**src/rtl/callret_stack.sv**
```systemverilog
module callret_stack #(
  parameter int AW     = 12,
  parameter int PW     = 5,
  parameter int B_INIT = 16
) (
  input  logic          clk,
  input  logic          rst_n,
  input  logic          call_req,
  input  logic          ret_req,
  input  logic          use_b,
  input  logic          delayed,
  input  logic          issue,
  input  logic [AW-1:0] target,
  input  logic [AW-1:0] cur_pc,
  input  logic          cur_c,
  input  logic          cur_z,
  input  logic          rest_c,
  input  logic          rest_z,
  output logic [AW-1:0] new_pc,
  output logic          new_c,
  output logic          new_z,
  output logic          redirect,
  output logic [PW-1:0] ptr_a,
  output logic [PW-1:0] ptr_b
);
  localparam int DEPTH = 1 << PW;
  localparam int FW    = 32;
  localparam int PADW  = FW - 2 - AW;

  logic [FW-1:0] mem [DEPTH];
  logic          pend;
  logic [1:0]    cnt;

  wire           accept  = (call_req | ret_req) & ~pend;
  wire           is_call = call_req;
  wire [PW-1:0]  sel     = use_b ? ptr_b : ptr_a;
  wire [PW-1:0]  sel_dn  = sel - 1'b1;
  wire [PW-1:0]  sel_up  = sel + 1'b1;
  wire [FW-1:0]  rd      = mem[sel_dn];
  wire [AW-1:0]  ret_adr = cur_pc + (delayed ? AW'(3) : AW'(1));
  wire [FW-1:0]  frame   = {cur_c, cur_z, {PADW{1'b0}}, ret_adr};
  wire [PW-1:0]  sel_nx  = is_call ? sel_up : sel_dn;

  wire [AW-1:0]  res_pc  = is_call ? target : rd[AW-1:0];
  wire           res_c   = (!is_call && rest_c) ? rd[FW-1] : cur_c;
  wire           res_z   = (!is_call && rest_z) ? rd[FW-2] : cur_z;

  always_ff @(posedge clk)
    if (accept && is_call) mem[sel] <= frame;

  always_ff @(posedge clk) begin
    if (!rst_n) begin
      ptr_a    <= '0;
      ptr_b    <= PW'(B_INIT);
      pend     <= 1'b0;
      cnt      <= '0;
      redirect <= 1'b0;
      new_pc   <= '0;
      new_c    <= 1'b0;
      new_z    <= 1'b0;
    end else begin
      redirect <= 1'b0;
      if (accept) begin
        if (use_b) ptr_b <= sel_nx;
        else       ptr_a <= sel_nx;
        new_pc <= res_pc;
        new_c  <= res_c;
        new_z  <= res_z;
        if (delayed) begin
          pend <= 1'b1;
          cnt  <= 2'd2;
        end else begin
          redirect <= 1'b1;
        end
      end else if (pend && issue) begin
        cnt <= cnt - 1'b1;
        if (cnt == 2'd1) begin
          pend     <= 1'b0;
          redirect <= 1'b1;
        end
      end
    end
  end

  a_r1_call_ptr_inc: assert property (@(posedge clk) disable iff (!rst_n)
    (call_req && !pend && !use_b) |=> ptr_a == $past(ptr_a) + 1'b1);

  a_r3_ret_ptr_dec: assert property (@(posedge clk) disable iff (!rst_n)
    (ret_req && !call_req && !pend && use_b) |=> ptr_b == $past(ptr_b) - 1'b1);

  a_r6_unselected_kept: assert property (@(posedge clk) disable iff (!rst_n)
    ((call_req || ret_req) && use_b) |=> $stable(ptr_a));

  a_r7_pending_ignores: assert property (@(posedge clk) disable iff (!rst_n)
    pend |=> ($stable(ptr_a) && $stable(ptr_b)));

  a_r5_strobe_after_issue: assert property (@(posedge clk) disable iff (!rst_n)
    (redirect && $past(pend)) |-> $past(issue));

  a_r2_immediate_strobe: assert property (@(posedge clk) disable iff (!rst_n)
    ((call_req || ret_req) && !pend && !delayed) |=> redirect);
endmodule

```
**config.mk**
```make
export PLATFORM = sky130hd
export DESIGN_NAME = callret_stack
export DESIGN_NICKNAME = d
export VERILOG_FILES = /design/src/rtl/callret_stack.sv
export SDC_FILE = /design/constraint.sdc
export NUM_CORES = 1
export LEC_CHECK = 0
export ABC_AREA = 1
export BUFFER_PORTS_ARGS = -buffer_cell sky130_fd_sc_hd__clkbuf_2
export CAP_MARGIN = 20
export CELL_PAD_IN_SITES_DETAIL_PLACEMENT = 1
export CELL_PAD_IN_SITES_GLOBAL_PLACEMENT = 1
export CORE_UTILIZATION = 49
export CTS_CLUSTER_SIZE = 25
export DETAILED_ROUTE_END_ITERATION = 8
export PLACE_DENSITY_LB_ADDON = 0.05
export SLEW_MARGIN = 10
export SYNTH_ARGS = -nofsm -noshare
export SYNTH_HDL_FRONTEND = slang
export SYNTH_SLANG_ARGS = --single-unit
```
**constraint.sdc**
```tcl
create_clock -name clk -period 3.55 [get_ports clk]
set_input_delay 0.71 -clock clk [delete_from_list [all_inputs] [get_ports clk]]
set_output_delay 0.71 -clock clk [all_outputs]
set_load 0.05 [all_outputs]
```
Word-level counts from Yosys, hierarchy flattened
Memory sizes are Yosys's and may differ from the RTL's.
Index checks and enable logic that the tools add are counted.
{"block": "classes", "n_mux": 19, "bitwise_logic": 4, "reduce_logical": 11, "n_addsub": 4, "n_eq_ne": 2}
{"cell": "$add A12 B2 Y12", "count": 1}
{"cell": "$mux W1", "count": 12}
{"cell": "$mux W12", "count": 1}
{"cell": "$mux W5", "count": 2}
{"cell": "$mux W2", "count": 4}
{"cell": "$reduce_and A2 Y1", "count": 3}
{"cell": "$add A5 B1 Y5 const B", "count": 1}
{"cell": "$sub A5 B1 Y5 const B", "count": 1}
{"cell": "$logic_and A1 B1 Y1", "count": 4}
{"cell": "$reduce_bool A2 Y1", "count": 2}
{"cell": "$reduce_and A3 Y1", "count": 1}
{"cell": "$eq A2 B1 Y1 const B", "count": 1}
{"cell": "$ne A2 B2 Y1 const B", "count": 1}
{"cell": "$not A1 Y1", "count": 2}
{"cell": "$sub A2 B1 Y2 const B", "count": 1}
{"cell": "$and A1 B1 Y1", "count": 1}
{"cell": "$logic_not A1 Y1", "count": 1}
{"cell": "$or A1 B1 Y1", "count": 1}
{"block": "word_totals", "elab_cells": 49, "memories": 1, "input_bits": 35, "ramBits": 448, "reg_bits": 28}
{"memory": "mem", "depth": 32, "width": 14, "rd": 1, "rd_clocked_by_memory_dff": 0, "write_ports": 1, "line": "30", "source": "logic [FW-1:0] mem [DEPTH];"}

Longest topological paths before layout
Gate-level depths: netlist of the first run.
{"block": "logic_depth", "word_depth": 5, "ltp_mapped": 18, "ltp_nobuf": 15}

Worst setup path after synthesis of the first run
Ideal clock, no wire load.
{"block": "synth_path", "kind": "in2reg", "startpoint": "in cur_pc[0]", "endpoint": "mem mem[0][10] in the netlist's numbering, data pin", "required_time_ns": 3.179, "cell_stages": 7, "slack_ns": 0.314, "arrival_ns": 2.864, "cell_sequence": "inv_1 fa_1 nor2_1 nand3_1 nor2_1 nand3_1 xor2_1"}
{"block": "synth_between", "elab_chain_cells": 1}
{"element": "from (decl)", "line": "14", "source": "input logic [AW-1:0] cur_pc,"}
{"element": "$add A12 B2 Y12", "line": "40", "source": "wire [AW-1:0] ret_adr = cur_pc + (delayed ? AW'(3) : AW'(1));"}
{"element": "net ret_adr[10]", "line": "40"}
{"element": "to (decl)", "line": "30"}
The timed path passes the listed nets, and every way through them passes these cells.

Worst setup path after layout of the first run
{"block": "layout_path", "startpoint": "reg ptr_a[0]", "endpoint": "reg new_pc[5]"}
{"block": "layout_between", "elab_chain_cells": 4}
{"element": "from (decl)", "line": "23", "source": "output logic [PW-1:0] ptr_a,"}
{"element": "from (signal assigned)", "line": "65", "source": "else ptr_a <= sel_nx;"}
{"element": "$mux W5", "line": "36", "source": "wire [PW-1:0] sel = use_b ? ptr_b : ptr_a;"}
{"element": "$sub A5 B1 Y5", "line": "37", "source": "wire [PW-1:0] sel_dn = sel - 1'b1;"}
{"element": "$mem_v2 Z32 W14"}
{"element": "$mux W12", "line": "44", "source": "wire [AW-1:0] res_pc = is_call ? target : rd[AW-1:0];"}
{"element": "to (signal assigned)", "line": "66", "source": "new_pc <= res_pc;"}
{"element": "to (decl)", "line": "19", "source": "output logic [AW-1:0] new_pc,"}
Every way passes these cells.
A chain may end at the register's enable or synchronous reset.

==> metrics, run 1 <==
Worst Path Required=about 4000 ps; number of gates resized after CTS=0; pin count of the biggest net entering global routing=roughly 130; total of max-cap violations=0; die area=44400 um^2; first-pass GRT wire length=about 96000 um; most used cell, CP=nand2_1; cts bufs inserted=50; clk slew on worst S/H paths=60 ps; critical path, cell by cell=inv_1 > nand2_1 > nand2_8 > ha_1 > inv_1 > nand2_1 > nand2_2 > buf_12 > nand3_1 > nand3_1 > nand2_1 > nand2_1 > nand2_1 > nor2_1 > nor2_1; VDD IR-drop max=0.432 mV; Slew @ Worst Pin=805 ps; DP Area=22500 um^2; Slew HR=46.3%; max incr delay on CP=420 ps; Global Route Usage Sum=29.6%; hold crit path type=in -> reg; vias in the first global route=16103; Root Driver=clkbuf_16; Routed WL per cell=~22 um; final instance area=24100 um^2; area grow syn2layout=13.2%; setup ws final=769 ps; slowest CP cell=dfxtp_1; std cell rows=76; IO Count=60; CTS Sinks=about 480; Pleak=~10 nW; post-CTS setup buffers=0; DRC viols=0; post-synthesis sequential area ratio=65.7%; Critical path origin=ptr_a[0]; Pwr Density=569 nW/um^2; GPL Wtd Cong=around 0.81; Max Freq=360 MHz; Initial Utilization=49.6%; Final Hold Viols=0; crit path kind=reg -> reg; Synth cell types=31; setup TNS=0 ps; min Tclk post-route=2780 ps; post-cts hold buffer count=0; via count=about 15000; Final setup viols=0; Max clock buf depth=3; final wirelength=63900 um; HPWL Detailed=between 30000 and 40000 um; Vias/cell=5.40; worst-path maximum fanout=41; Die W=211 um; Worst setup EP type=register; Pre-antenna DRT Iters=5; crit path DAT=3260 ps; HP Start=rest_z; warnings from Yosys=0; FF+latch count, synth=476; Syn Std Cell Area=around 21000 um^2; startpoint types=register; GRT overflow=0; I/O Buffers=59; initial antenna violation count=1; Clock Skew=15.3 ps; Place WS=334 ps; post-route ant nets=0; die height=211 um; Util after Layout=56.2%; Ant. Diodes=0; Syn Nets=2187; outcome=complete, no violations; Design Power=13.7 mW; worst r2r src=ptr_a[0]; Syn Inst Count=approximately 2100; clk_lat worst skew=600 ps; CTS tree=yes; initial DRC count=approximately 1200; fin nets=approximately 2300; RSZ-0062 raised after global routing=false; Synth Area per Inst=9.95 um^2; share of cells above drive strength 1=10.1%; CTS HTree Levels=2; Slew Limit Fails=0; fin crit share=78.3%; Core Region=~43000 um^2
[kinds of logic (layout without fill, tap and decap cells)]
| group | count (synthesis) | count (layout) | synth area share (%) |
|---|---|---|---|
| fa+ha+maj | 8 | 8 | 0.505 |
| xor+xnor | 14 | 14 | 0.663 |
| compound gates | 49 | 49 | 1.31 |
| flops | 476 | 476 | 65.7 |
| simple gates | 1106 | 1106 | 22.1 |
| buf+inv | 491 | 612 | 9.66 |
[per-stage QoR]
step,hold WS [ps],std cells
detailed placement,465,2757
global route,472,2850
floorplan,433,2144
CTS,441,2850
finish,466,2850
global placement,451,2757
[critical path, delay by kind of cell, from the launching register on]
| kind | cells | cell delay, ps |
|---|---|---|
| fa+ha+maj | 1 | 290 |
| buf+inv | 3 | 490 |
| simple gates | 11 | 1450 |
| flops | 1 | 420 |
[synthesized netlist by cell type]
| cell | count | area share [%] |
|---|---|---|
| o21bai_1 | 1 | 0.035 |
| nor2_4 | 2 | 0.11 |
| nand3_1 | 385 | 9.0 |
| nor3_1 | 2 | 0.047 |
| o221ai_1 | 1 | 0.041 |
| a21oi_1 | 15 | 0.35 |
| buf_1 | 5 | 0.088 |
| dfxtp_1 | 28 | 2.6 |
| o21ai_0 | 24 | 0.56 |
| nand2_1 | 628 | 11 |
| edfxtp_1 | 448 | 63 |
| fa_1 | 1 | 0.094 |
| inv_2 | 4 | 0.070 |
| nand2_2 | 5 | 0.15 |
| or2_4 | 1 | 0.041 |
| a31oi_1 | 1 | 0.029 |
| buf_6 | 15 | 0.79 |
| o21ai_2 | 1 | 0.041 |
| buf_4 | 19 | 0.67 |
| nand3_4 | 1 | 0.082 |
| nor2_1 | 71 | 1.2 |
| xor2_1 | 12 | 0.49 |
| ha_1 | 7 | 0.41 |
| buf_2 | 27 | 0.63 |
| o21ai_1 | 4 | 0.094 |
| clkbuf_1 | 36 | 0.63 |
| nand3b_1 | 11 | 0.39 |
| xnor2_1 | 1 | 0.041 |
| xor2_4 | 1 | 0.13 |
| inv_1 | 385 | 6.8 |
| o21ai_4 | 2 | 0.15 |
[cell usage in the layout (no fill, tap or decap), types with 2 or more instances in the layout]
master	synthesis	layout
nand3b_1	11	11
nor2_1	71	71
clkbuf_16	0	53
o21ai_1	4	4
inv_2	4	4
o21ai_0	24	24
clkinv_1	0	16
nor2_4	2	2
buf_12	0	11
dfxtp_1	28	28
nor3_1	2	2
o21ai_4	2	2
nand2_8	0	2
xor2_1	12	3
bufinv_16	0	4
nand2_1	628	626
nand3_1	385	385
edfxtp_1	448	448
inv_1	385	384
clkbuf_1	36	10
nand2_2	5	5
clkinv_2	0	7
buf_4	19	60
clkbuf_2	0	59
a21oi_1	15	15
ha_1	7	6
xor2_2	0	9
[report_power, final]
group / switching [mW] / internal (mW) / total [mW]
sequential: 0.0497 / 6.26 / 6.31
combinational: 1.65 / 0.606 / 2.25
clock: 2.19 / 3.00 / 5.19
[layer usage]
metal | vias to the layer above | wire [um] | global-route usage, %
met1 | 7771 | 26300 | 37.4
met5 | - | 0 | 0
met4 | 0 | 2260 | 11.9
li1 | 7072 | - | -
met3 | 128 | 3450 | 4.59
met2 | 410 | 31900 | 50.9
[sequential cells by signal (all words and copies together) (netlist names)]
signal    count
cnt           2
mem         448
new_c         1
new_pc       12
new_z         1
pend          1
ptr_a         5
ptr_b         5
redirect      1
[cell type report]
type | count | area, um^2
clock buffers | 63 | 1360
clock inverters | 30 | 240
fillers | 4790 | 18800
inverters | 389 | 1460
multi-input cells | 1177 | 5370
flip-flops and latches | 476 | 14000
well taps | 585 | 732
repair buffers | 130 | 966
[path summary, 6_finish.rpt]
path	endpoint	slack, ps	cells after the start
hold reg to reg	cnt[0]	480	1
setup / recovery	new_pc[5]	770	15
setup reg to reg	new_pc[5]	770	15
hold / removal	new_z	470	5
No activity file was read; power rests on OpenSTA's default activity.
==> inputs of run 2 (changes only) <==
- CORE_UTILIZATION: 49 -> 45
- clock period: 3.55 -> 2.2 ns (I/O delays scaled with it)
==> run 2 against run 1 <==
Sequential share of layout area decreased by 7.1 points. Wire length increased by 11%. The flow now finishes with violations (design-rule violations, negative setup slack). Critical path depth increased by 1. Cell area increased by 14%. Cell count increased by 6.1%. Power increased by 77%. Hold slack got worse by 400 ps. Register-to-register slack got worse by 820 ps. Clock power increased by 71%. Global-route usage decreased by 0.28 points. Via count increased by 5.5%. Sequential cell count unchanged.
==> metrics, run 2 (same netlist as run 1, synthesis figures left out) <==
critical path, cell by cell=inv_2 > nand2_4 > nand2_8 > ha_4 > inv_2 > nand2_1 > nand2_2 > buf_8 > buf_4 > nand3_1 > nand3_1 > nand2_1 > nand2_1 > nand2_1 > nor2_1 > nor2_1; Routed WL per cell=23.5 um (+4.9%); Clock Skew=18.8 ps (+3.52 ps); Pwr Density=885 nW/um^2 (+55%); initial antenna violation count=0 (-1); setup ws final=-54.9 ps (-824 ps); top flop regs=mem: 448 flops, new_pc: 12 flops; share of cells above drive strength 1=23.3% (+13 points); hold slack=62.9 ps (-403 ps); clk slew on worst S/H paths=70 ps (about the same); GRT overflow=0 (unchanged); HP Start=cur_c; Max clock buf depth=3 (unchanged); switching pwr=7.05 mW (+82%); initial DRC count=1261 (+5.4%); sw frac=28.9% (+0.68 points); gr busiest metal=met2; first-pass GRT wire length=103000 um (+7.4%); slowest CP cell=dfxtp_4; Slew @ Worst Pin=825 ps (+19.1 ps); hold crit path type=in -> reg; commonest non-fill, non-tap cell in the layout=nand2_1; multi-input combinational cell area=6300 um^2 (+17%); startpoint types=register; std cell rows=79 (+3.9%); IO Count=60 (unchanged); Initial Utilization=45.7% (-3.9 points); die area=48300 um^2 (+8.8%); Pre-antenna DRT Iters=7 (+2); fin crit share=102% (+24 points); pin count of the biggest net entering global routing=64 (-50%); Reg area=14000 um^2 (about the same); Final setup viols=1 (+1); die height=220 um (+4.3%); clk_lat worst skew=610 ps (about the same); Internal=17.3 mW (+76%); met2 Usage GRT=50.3% (-0.64 points); Ant. Diodes=0 (unchanged); Global Route Usage Sum=29.3% (-0.28 points); post-route ant nets=0 (unchanged); CTS Sinks=476 (unchanged); I/O Buffers=59 (unchanged); GPL Wtd Cong=0.823 (+1.3%); crit path kind=reg -> reg; worst r2r src=ptr_b[0]; cts bufs inserted=52 (+4.0%); outcome=finished, violations left; DRC viols=2 (+2); fin cells=3025 (+6.1%); crit path DAT=2760 ps (-500 ps); most used cell, CP=nand2_1; largest register by flop count=mem; failing checks=design-rule violations, negative setup slack; Worst setup EP type=register; CTS tree=yes; min Tclk post-route=2250 ps (-526 ps); Final Hold Viols=0 (unchanged); Core Region=46700 um^2 (+8.5%); Largest register FFs=448 (unchanged); Filler cells=4933 (+3.0%); Max Freq=443 MHz (+23%); via count=16226 (+5.5%); most frequent cells in the layout=595 x nand2_1, 448 x edfxtp_1, 379 x inv_1, 281 x nand3_1, 119 x buf_4; VDD IR-drop max=0.635 mV (+47%); Root Driver=clkbuf_16; Pleak=11.7 nW (+14%); Worst Path Required=2700 ps (-1330 ps); grt met3 use=4.93% (+0.33 points); max incr delay on CP=340 ps (-80 ps); met1 Resource Use GR=38.3% (+0.90 points); # placed instances=2897 (+5.1%); Clk network pwr share=36.4% (-1.3 points); sequential power share=41.7% (-4.2 points); fin nets=2420 (+6.7%); Critical path origin=ptr_b[0]; CTS HTree Levels=2 (unchanged); final wirelength=71200 um (+11%); total of max-cap violations=0 (unchanged); Vias/cell=5.36 (-0.61%); Slew Limit Fails=0 (unchanged); Logic pwr share=21.8% (+5.4 points); HPWL Detailed=43000 um (+15%); Slew HR=45.0% (-1.3 points); RSZ-0062 raised after global routing=true; area grow syn2layout=29.1%; post-cts hold buffer count=0 (unchanged); vias in the first global route=16788 (+4.3%); Die W=220 um (+4.3%); worst-path maximum fanout=7 (-83%)
## run 2: changes by cell type in the layout (fill, tap and decap cells not counted), sizes merged
cell	before	now
inv	390	387
buf	71	213
xor2	13	14
clkbuf	122	134
clkinv	24	22
bufbuf	0	1
clkinvlp	1	2
bufinv	4	5
## run 2: worst paths after layout
check / endpoint / slack (ps) / cells past startpoint
setup / recovery: new_pc[8] / -50 / 16
hold / removal: mem[23][13] / 60 / 1
setup reg to reg: new_pc[8] / -50 / 16
hold reg to reg: cnt[0] / 480 / 1
## run 2: per-stage QoR
stage	instance area, um^2	setup TNS, ps	util (%)	power [mW]	setup slack, ps
floorplan	22100	-53010	-	12.9	-344
global placement	24700	-80700	53.0	14.7	-511
detailed placement	24700	-100250	53.0	14.8	-636
CTS	26800	0	57.4	23.9	2.30
global route	27500	-411	59.0	25.1	-91.3
finish	27500	-54.9	59.0	24.4	-54.9
## run 2: power groups by stage
stage               clock (mW)  sequential (mW)  combinational [mW]
floorplan                    0             10.5                2.35
global placement             0             10.4                4.30
detailed placement           0             10.4                4.41
CTS                       8.99             10.2                4.75
global route              9.31             10.2                5.62
finish                    8.87             10.2                5.32
## run 2: cell type report
cell class / instances / area share [%]
sequential: 476 / 50.9
multi-input combinational: 1178 / 22.9
timing repair buffer: 280 / 11.9
inverter: 389 / 5.36
clock buffer: 68 / 5.28
tap: 607 / 2.76
clock inverter: 27 / 0.941
## run 2: routing by layer
layer  up-vias  wire, um
met5         -         0
met4         0      1700
met3       117      4170
met2       453     35400
met1      8265     29900
li1       7391         -
## run 2: what timing repair did
action                     CTS  global route
setup endpoints to repair   45            35
resized for setup           26           108
setup buffers                5            14
pin swaps                    6            27
cloned                       6             8
## run 2: critical path, delay by kind of cell, from the launching register on
kind,cells,cell delay [ps]
fa+ha+maj,1,180
simple gates,11,1160
buf+inv,4,480
flops,1,340
==> inputs of run 3 (changes only) <==
- RECOVER_POWER: default -> 50
==> run 3 against run 2 <==
The flow still finishes with violations (design-rule violations, negative setup slack). Wire length shrank 0.28%. Via count decreased by 0.33%. Sequential power about the same. Largest cell class unchanged. Cell area down 0.93%. Hold slack improved by 59 ps. First-iteration DRC count shrank 4.2%.
==> metrics, run 3 (same netlist as run 1, synthesis figures left out) <==
worst-path maximum fanout=7 (unchanged); Final setup viols=1 (unchanged); Die W=220 um (unchanged); Pwr Density=891 nW/um^2 (+0.66%); HPWL Detailed=43000 um (unchanged); I/O Buffers=59 (unchanged); via count=16173 (-0.33%); failing checks=design-rule violations, negative setup slack; DP Area=24700 um^2 (unchanged); CTS Sinks=476 (unchanged); outcome=finished, violations left; share of cells above drive strength 1=21.4% (-1.9 points); Slew Limit Fails=0 (unchanged); Pre-antenna DRT Iters=7 (unchanged); RSZ-0062 raised after global routing=true; setup TNS=-53.0 ps (+1.88 ps); Root Driver=clkbuf_16; hold crit path type=in -> reg; initial antenna violation count=1 (+1); Slew @ Worst Pin=1470 ps (+650 ps); cts bufs inserted=52 (unchanged); first-pass GRT wire length=103000 um (unchanged); VDD IR-drop max=0.637 mV (+0.32%); initial DRC count=1208 (-4.2%); min Tclk post-route=2250 ps (-1.88 ps); area grow syn2layout=27.9%; Ant. Diodes=0 (unchanged); DRC viols=3 (+1); Core Region=46700 um^2 (unchanged); Pleak=11.6 nW (-1.4%); vias in the first global route=16788 (unchanged); most frequent cells in the layout=596 x nand2_1, 448 x edfxtp_1, 379 x inv_1, 283 x nand3_1, 97 x buf_4; die height=220 um (unchanged); Routed WL per cell=23.5 um (-0.28%); std cell rows=79 (unchanged); final wirelength=71000 um (-0.28%); IO Count=60 (unchanged); GRT overflow=0 (unchanged); Max clock buf depth=3 (unchanged); top flop regs=mem: 448 flops, new_pc: 12 flops; Worst setup EP type=register; Final Hold Viols=0 (unchanged); largest register by flop count=mem; startpoint types=register; GPL Wtd Cong=0.823 (unchanged); crit path kind=reg -> reg; CTS HTree Levels=2 (unchanged); Initial Utilization=45.7% (unchanged); post-route ant nets=0 (unchanged); clk_lat worst skew=610 ps (about the same); final instance area=27300 um^2 (-0.93%); Worst Path Required=2700 ps (about the same); Place WS=-636 ps (unchanged); die area=48300 um^2 (unchanged); CTS tree=yes; post-cts hold buffer count=0 (unchanged); Vias/cell=5.35 (-0.33%); Largest register FFs=448 (unchanged); crit path DAT=2750 ps (about the same); pin count of the biggest net entering global routing=64 (unchanged); Max Freq=444 MHz (about the same); Clock Skew=17.1 ps (-1.69 ps); total of max-cap violations=0 (unchanged); Global Route Usage Sum=29.3% (unchanged); clk slew on worst S/H paths=70 ps (about the same); Slew HR=1.70% (-43 points); fin crit share=102% (about the same); setup ws final=-53.0 ps (+1.88 ps); fin nets=2420 (unchanged); commonest non-fill, non-tap cell in the layout=nand2_1
## run 3: changes by cell type in the layout (fill, tap and decap cells not counted), moves of 6 or more
cell,change
buf_12,-7
buf_4,-22
clkbuf_1,+37
clkbuf_2,-15
clkbuf_4,+6
## run 3: metrics by stage
step	total power [mW]	cells	hold slack, ps	utilization [%]
after CTS	23.9	3003	41.5	57.4
final	24.3	3025	122	58.5
after global routing	25.0	3025	130	58.5
after floorplan	12.9	2144	433	-
after global placement	14.7	2897	442	53.0
after detailed placement	14.8	2897	467	53.0
## run 3: path summary, 6_finish.rpt
kind / start / end / cells past startpoint / slack (ps)
hold reg to reg: cnt[0] / cnt[0] / 1 / 480
hold / removal: cur_c / mem[23][13] / 1 / 120
setup / recovery: ptr_b[0] / new_pc[8] / 16 / -50
setup reg to reg: ptr_b[0] / new_pc[8] / 16 / -50
## run 3: layout make-up
cell class	instances	area, um^2
fillers	4973	19400
flip-flops and latches	476	14000
multi-input cells	1178	6240
repair buffers	280	3070
inverters	389	1470
clock buffers	68	1450
well taps	607	759
clock inverters	27	259
## run 3: worst max-delay path, cell delays in order (launching register included)
cell     delay (ps)
dfxtp_4         340
inv_2            50
nand2_4          90
nand2_8          70
ha_4            180
inv_2            70
nand2_1          90
nand2_2         170
buf_8           170
buf_4           190
nand3_1         130
nand3_1         190
nand2_1         100
nand2_1          80
nand2_1          80
nor2_1          100
nor2_1           50
## run 3: routing by layer
metal	global-route usage, %	vias up	wire (um)
li1	-	7391	-
met1	38.3	8247	29800
met2	50.3	416	35400
met3	4.93	119	4040
met4	7.93	0	1760
met5	0	-	0
## run 3: timing repair
item                       4_1_cts  5_1_grt
pin swaps                        6       27
resized for setup               26      108
gates cloned                     6        8
setup buffers                    5       14
setup endpoints to repair       45       35
## run 3: power breakdown
| part | internal, mW | total (mW) | leakage, nW | switching, mW |
|---|---|---|---|---|
| registers | 10.1 | 10.2 | 4.26 | 0.0738 |
| logic | 1.95 | 5.25 | 6.46 | 3.30 |
| clock network | 5.21 | 8.87 | 0.840 | 3.66 |
